`config.mk`:
```
export PLATFORM = sky130hd
export DESIGN_NAME = linkStatusReg
export DESIGN_NICKNAME = d
export VERILOG_FILES = /design/src/rtl/linkStatusPkg.sv /design/src/rtl/linkStatusCtrl.sv /design/src/rtl/linkStatusDatapath.sv /design/src/rtl/linkStatusReg.sv
export SDC_FILE = /design/constraint.sdc
export NUM_CORES = 1
export LEC_CHECK = 0
export BUFFER_PORTS_ARGS = -buffer_cell sky130_fd_sc_hd__buf_2
export CAP_MARGIN = 20
export CORE_MARGIN = 1
export CORE_UTILIZATION = 44
export DETAILED_ROUTE_END_ITERATION = 16
export GPL_TIMING_DRIVEN = 0
export MAX_ROUTING_LAYER = met4
export PLACE_DENSITY = 0.82
export SLEW_MARGIN = 30
export SYNTH_ARGS = -nofsm -noshare
export SYNTH_HDL_FRONTEND = slang
export SYNTH_SLANG_ARGS = --single-unit
```
`constraint.sdc`:
```
create_clock -name clk -period 2.4 [get_ports clk]
set_clock_uncertainty 0.2 [all_clocks]
set_input_delay 0.24 -clock clk [delete_from_list [all_inputs] [get_ports clk]]
set_output_delay 0.24 -clock clk [all_outputs]
set_load 0.01 [all_outputs]
```
`src/rtl/linkStatusPkg.sv`:
```
package linkStatusPkg;
  localparam int REG_W = 16;
  localparam int ADDR_W = 5;

  localparam int B_LINK   = 0;
  localparam int B_ANDONE = 1;
  localparam int B_TP10   = 2;
  localparam int B_TP100  = 3;
  localparam int B_TPPKT  = 4;
  localparam int B_TPFLP  = 5;
  localparam int B_FI10   = 6;
  localparam int B_FI100  = 7;
  localparam int B_FIPKT  = 8;
  localparam int B_NOSEED = 15;

  localparam logic [REG_W-1:0] LATCH_HI_MASK =
    REG_W'((1 << B_TPPKT) | (1 << B_FIPKT) | (1 << B_NOSEED));

  typedef struct packed {
    logic rdHit;
    logic clrLatch;
  } ctrlStrobeT;
endpackage

```
`src/rtl/linkStatusCtrl.sv`:
```
module linkStatusCtrl
  import linkStatusPkg::*;
#(
  parameter int unsigned REG_ADDR = 27
) (
  input  logic [ADDR_W-1:0] regAddr,
  input  logic              rdStrobe,
  output ctrlStrobeT        strobes
);
  localparam logic [ADDR_W-1:0] MY_ADDR = ADDR_W'(REG_ADDR);

  logic addrMatch;
  assign addrMatch        = (regAddr == MY_ADDR);
  assign strobes.rdHit    = rdStrobe & addrMatch;
  assign strobes.clrLatch = rdStrobe & addrMatch;
endmodule

```
`src/rtl/linkStatusDatapath.sv`:
```
module linkStatusDatapath
  import linkStatusPkg::*;
(
  input  logic             clk,
  input  logic             rstN,
  input  ctrlStrobeT       strobes,
  input  logic             transparentMode,
  input  logic             tpPeclMode,
  input  logic             tpNlpBurst,
  input  logic [REG_W-1:0] liveIn,
  output logic [REG_W-1:0] rdData
);
  logic [REG_W-1:0] liveQ;
  logic             nlpQ;
  logic             linkPrevQ;
  logic             dropSeenQ;
  logic [REG_W-1:0] latchHiQ;
  logic [REG_W-1:0] latchHiNext;
  logic [REG_W-1:0] regValue;
  logic             dropEvt;

  // single synchronizing stage for every raw indication
  always_ff @(posedge clk or negedge rstN) begin
    if (!rstN) begin
      liveQ     <= '0;
      nlpQ      <= 1'b0;
      linkPrevQ <= 1'b0;
    end else begin
      liveQ     <= liveIn;
      nlpQ      <= tpNlpBurst;
      linkPrevQ <= liveQ[B_LINK];
    end
  end

  // latch-high bits: event ORed after clear so a coincident event survives
  assign latchHiNext = ((latchHiQ & ~{REG_W{strobes.clrLatch}}) | liveQ) & LATCH_HI_MASK;

  // latch-low link: remember a falling edge until the word is read
  assign dropEvt = linkPrevQ & ~liveQ[B_LINK];

  always_ff @(posedge clk or negedge rstN) begin
    if (!rstN) begin
      latchHiQ  <= '0;
      dropSeenQ <= 1'b0;
    end else begin
      latchHiQ  <= latchHiNext;
      dropSeenQ <= (dropSeenQ & ~strobes.clrLatch) | dropEvt;
    end
  end

  always_comb begin
    regValue = (liveQ & ~LATCH_HI_MASK) | latchHiQ;
    regValue[B_LINK]   = liveQ[B_LINK] & ~dropSeenQ & ~transparentMode;
    regValue[B_ANDONE] = liveQ[B_ANDONE] & ~transparentMode;
    regValue[B_TPPKT]  = latchHiQ[B_TPPKT] & (liveQ[B_TP10] | liveQ[B_TP100]);
    regValue[B_FIPKT]  = latchHiQ[B_FIPKT] & (liveQ[B_FI10] | liveQ[B_FI100]);
    regValue[B_TPFLP]  = liveQ[B_TPFLP] | (tpPeclMode & nlpQ);
  end

  assign rdData = strobes.rdHit ? regValue : '0;

  // a synchronized falling edge of link is recorded on the next edge
  p_drop_latched_r3: assert property (@(posedge clk) disable iff (!rstN)
    (linkPrevQ && !liveQ[B_LINK]) |=> dropSeenQ);

  // a recorded drop holds until a read
  p_drop_held_r3: assert property (@(posedge clk) disable iff (!rstN)
    (dropSeenQ && !strobes.clrLatch) |=> dropSeenQ);

  for (genvar i = 0; i < REG_W; i++) begin : g_bitChk
    if (LATCH_HI_MASK[i]) begin : g_hi
      // an event seen by the latch is never lost, clear or not
      p_evt_kept_r9: assert property (@(posedge clk) disable iff (!rstN)
        liveQ[i] |=> latchHiQ[i]);
      // a read with no new event clears the latch
      p_read_clear_r5: assert property (@(posedge clk) disable iff (!rstN)
        (strobes.clrLatch && !liveQ[i]) |=> !latchHiQ[i]);
    end
  end
endmodule

```
`src/rtl/linkStatusReg.sv`:
```
module linkStatusReg
  import linkStatusPkg::*;
#(
  parameter int unsigned REG_ADDR = 27
) (
  input  logic              clk,
  input  logic              rstN,
  input  logic [ADDR_W-1:0] regAddr,
  input  logic              rdStrobe,
  input  logic              transparentMode,
  input  logic              tpPeclMode,
  input  logic              tpNlpBurst,
  input  logic [REG_W-1:0]  liveIn,
  output logic [REG_W-1:0]  rdData
);
  ctrlStrobeT strobes;

  linkStatusCtrl #(.REG_ADDR(REG_ADDR)) uCtrl (
    .regAddr (regAddr),
    .rdStrobe(rdStrobe),
    .strobes (strobes)
  );

  linkStatusDatapath uDp (
    .clk            (clk),
    .rstN           (rstN),
    .strobes        (strobes),
    .transparentMode(transparentMode),
    .tpPeclMode     (tpPeclMode),
    .tpNlpBurst     (tpNlpBurst),
    .liveIn         (liveIn),
    .rdData         (rdData)
  );

  // other addresses or no strobe give an all-zero bus
  p_idle_zero_r1: assert property (@(posedge clk) disable iff (!rstN)
    (!rdStrobe || regAddr != ADDR_W'(REG_ADDR)) |-> (rdData == '0));

  // transparent mode hides link and auto-negotiation
  p_transparent_mask_r4: assert property (@(posedge clk) disable iff (!rstN)
    transparentMode |-> (rdData[B_LINK] == 1'b0 && rdData[B_ANDONE] == 1'b0));
endmodule

```
# After elaboration in Yosys (flattened, before gate mapping)
# Cells that the tools add are included.
[totals]
ff_bits = 22
output_inout_bits = 16
input_bits = 27
elab_cells = 28
[classes]
bitwise_logic = 21
n_mux = 1
n_eq_ne = 1
[ops]
columns = ["cell", "count"]
rows = [
  ["$and A16 B16 Y16", 1],
  ["$mux W16", 1],
  ["$not A16 Y16", 1],
  ["$or A15 B16 Y16", 1],
  ["$or A16 B16 Y16", 1],
  ["$and A1 B1 Y1", 9],
  ["$eq A5 B5 Y1 const B", 1],
  ["$not A1 Y1", 4],
  ["$or A1 B1 Y1", 4],
]

# Longest topological paths before layout
[depth]
depth_word = 5
depth_mapped = 4
depth_no_buf = 3

# By module
# A second synthesis with hierarchy kept.
[unflattened]
cells_unflattened = 49
area_unflattened_um2 = 750.7
[by_module_without_submodules]
columns = ["mod", "instances", "area_per_inst_um2", "cells_per_inst", "seq_area_each_um2"]
rows = [
  ["linkStatusDatapath", 1, 724.4, 46, 550.5],
  ["linkStatusCtrl", 1, 26.3, 3, 0.0],
]

# Least setup slack after synthesis
# Ideal clock, no wire load.
[synth_timing]
path_type = "input-to-output"
from = "input port regAddr[2]"
to = "output port rdData[0]"
setup_slack_ps = 941
n_path_buf = 0
t_arrival_ps = 1019
path_stages = 3
required_time_ps = 1960
path_cell_list = "and4b_1 -> nand3_2 -> nor4_1"
[synth_via]
elab_chain_cells = 3
[synth_rtl]
columns = ["element", "line_no", "rtl"]
rows = [
  ["start: declaration", "linkStatusReg.sv:8", "input logic [ADDR_W-1:0] regAddr,"],
  ["$eq A5 B5 Y1", "linkStatusCtrl.sv:13", "assign addrMatch = (regAddr == MY_ADDR);"],
  ["$and A1 B1 Y1", "linkStatusCtrl.sv:14", "assign strobes.rdHit = rdStrobe & addrMatch;"],
  ["$mux W16", "linkStatusDatapath.sv:60", "assign rdData = strobes.rdHit ? regValue : '0;"],
  ["end: declaration", "linkStatusReg.sv:14", "output logic [REG_W-1:0] rdData"],
]
# No other way between the ends.

# Worst setup path after layout
[layout_timing]
from = "input port regAddr[2]"
to = "output port rdData[3]"
# Same word-level chain as after synthesis.

==> results.py <==
metrics = {
    "run_status": {
        "status": "completed",
    },
    "logic_synthesis": {
        "yosys.cell_types.count": 14,
        "synth_area_leaders": "dfrtp_1, and2_1, a21o_1",
        "yosysSeqAreaShare_pct": 75.2,
        "post-synth-top-area-cell": "dfrtp_1",
        "syn_avg_cell_area_um2": 14.6,
        "synth_fp_nets": 77,
        "synthesis.area_um2": 732,
        "yosysWarnings": 0,
        "ys_ff_latch": 22,
        "yosysTopAreaCellShare_pct": 75.2,
        "postSynthCellCount": 50,
    },
    "die": {
        "dieArea_um2": 1830,
        "rows": 14,
        "die_w_um": 42.8,
        "start_util_pct": 48.0,
        "core_um2": 1520,
        "die_y_um": 42.8,
        "io_pins": 43,
    },
    "critical_path": {
        "crit_fanout": 10,
        "required_ps": 1960,
        "cp-start-kind": "primary input",
        "cp.arrival_ps": 1200,
        "cp-end-kind": "primary output",
        "critPathKind": "primary input to primary output",
    },
    "detailed_routing": {
        "drt_iter0_drc": 15,
        "ant_nets": 0,
        "drt-vias-per-instance": 4.83,
        "drc": 0,
        "dr.pass1.iters": 4,
        "vias": 628,
        "wl_per_cell_um": 12.6,
        "wl_um": 1630,
    },
    "global_route": {
        "track_usage_pct": 20.6,
        "top_usage_layer": "met2",
        "grtUsageMet2_pct": 37.0,
        "use_met3_pct": 4.68,
        "use_met1_pct": 19.6,
        "antenna_found_initial": 0,
        "grt_pass1_vias": 649,
        "grt_max_degree": 23,
        "overflow": 0,
        "grt_pass1_wl_um": 2550,
    },
    "power": {
        "intPower_uw": 518,
        "power.total_uw": 656,
        "peakVddDrop_mv": 0.466,
        "power.density_nw_per_um2": 556,
        "p_leak_uw": 0.000615,
        "netSwitchingFraction_pct": 21.0,
        "pwr-share-comb_pct": 9.0,
        "p_seq_share_pct": 59.8,
        "p_sw_uw": 137,
        "p_clk_share_pct": 31.1,
    },
    "cts": {
        "cts_root_buffer": "clkbuf_4",
        "cts_tree": "done",
        "clk_pin_slew_ps": 120,
        "cts_num_sinks": 22,
        "clk_latency_ps": 310,
        "cts_buffers": 3,
        "ctsHtreeMaxLevel": 1,
        "cts.path.max_buffers": 2,
    },
    "hold_path": {
        "worstHoldPathType": "primary input to flip-flop",
    },
    "timing": {
        "setup_viol": 0,
        "period_minus_slack_ps": 1640,
        "fmax_mhz": 610,
        "rsz0062_at_grt": "no",
        "worst_slew_pin_slew_ps": 457,
        "hold_viol": 0,
        "drv_slew": 0,
        "max_slew_margin_pct": 69.5,
        "min_period_over_period_pct": 68.3,
        "finalSetupTns_ps": 0,
    },
    "place": {
        "io_buffers": 42,
        "hpwl_um": 963,
        "gp_congestion": 0.636,
    },
    "final_layout": {
        "fill_cells": 95,
        "drive_above_1_share_pct": 42.1,
        "final_common_cell": "buf_2",
        "finish.net_count": 142,
        "syn_to_final_growth_pct": 61.0,
        "antenna_cells": 0,
        "most-common-layout-cells": "buf_2, dfrtp_1, dlygate4sd3_1",
    },
    "job": {
        "drv_cap": 0,
    },
}
## synthesized netlist by cell type, drive strengths merged
| cell type | n |
|---|---|
| nor2 | 3 |
| a21oi | 1 |
| inv | 1 |
| nor3b | 1 |
| nor4 | 1 |
| dfrtp | 22 |
| and4b | 1 |
| nand3 | 1 |
| and3 | 1 |
| a22o | 1 |
| a21o | 3 |
| buf | 1 |
| and2 | 11 |
| o21ai | 2 |
## sequential cells by signal, summed over array words and instances (netlist names)
name / cells
uDp.liveQ: 16
uDp.latchHiQ: 3
uDp.dropSeenQ: 1
uDp.linkPrevQ: 1
uDp.nlpQ: 1
## power groups by stage
stage	clock, µW	combinational (µW)	sequential (µW)
6_report	204	59.3	392
5_1_grt	219	65.6	394
3_5_place_dp	0	36.4	400
3_3_place_gp	0	34.8	399
4_1_cts	210	58.9	392
2_1_floorplan	0	7.01	398
## cells by family after synthesis
logic type      after synthesis  share of synthesized area [%]
compound gates                7                           6.32
simple gates                 19                           16.4
flops                        22                           75.2
buf+inv                       2                           2.05
## worst paths after layout
kind	cells after the start	to	from	slack (ps)
worst max register to register	2	uDp.dropSeenQ	uDp.liveQ[0]	1490
max in group asynchronous	2	uDp.liveQ[15]	rstN	1470
worst min register to register	0	uDp.linkPrevQ	uDp.liveQ[0]	190
min in group asynchronous	2	uDp.liveQ[4]	rstN	220
worst min-delay path	3	uDp.latchHiQ[4]	regAddr[0]	140
worst max-delay path	6	rdData[3]	regAddr[2]	760
## timing repair
item                                   CTS  global route
resized for setup                        0             0
hold buffers                            18             0
setup buffers                            0             0
endpoints found under the hold margin   39             0
## metal layers
metal / part of all wire (%) / vias up / wire length [µm]
met1: 36 / 301 / 595
met4: 2.9 / 0 / 47
li1: - / 292 / -
met5: 0 / - / 0
met2: 54 / 28 / 882
met3: 6.6 / 7 / 108
## critical path, stage by stage
cell and delay [ps]:
buf_2 90, and4b_1 270, and3_1 200, buf_6 130, and2_1 140, buf_2 130
## area by class of cell
type                            count  area, µm²  area share [%]
Tap cell                           16       20.0            1.70
Multi-Input combinational cell     26        166            14.1
Clock buffer                        4       36.3            3.08
Inverter                            1       3.75           0.318
Sequential cell                    22        551            46.7
Buffer                              1       11.3           0.955
Timing Repair Buffer               60        390            33.1
## metrics by stage
| stage | cell area [µm²] | hold slack, ps | cells | setup WS [ps] | utilization (%) |
|---|---|---|---|---|---|
| 6_report | 1180 | 140 | 130 | 761 | 77.3 |
| 5_1_grt | 1180 | 177 | 130 | 694 | 77.3 |
| 4_1_cts | 1180 | 133 | 130 | 770 | 77.3 |
| 3_5_place_dp | 962 | 14.2 | 108 | 771 | 63.1 |
| 3_3_place_gp | 962 | 7.53 | 108 | 799 | 63.1 |
| 2_1_floorplan | 732 | -256 | 50 | 941 | - |
Note: power is estimated with default switching activity, not from simulation.
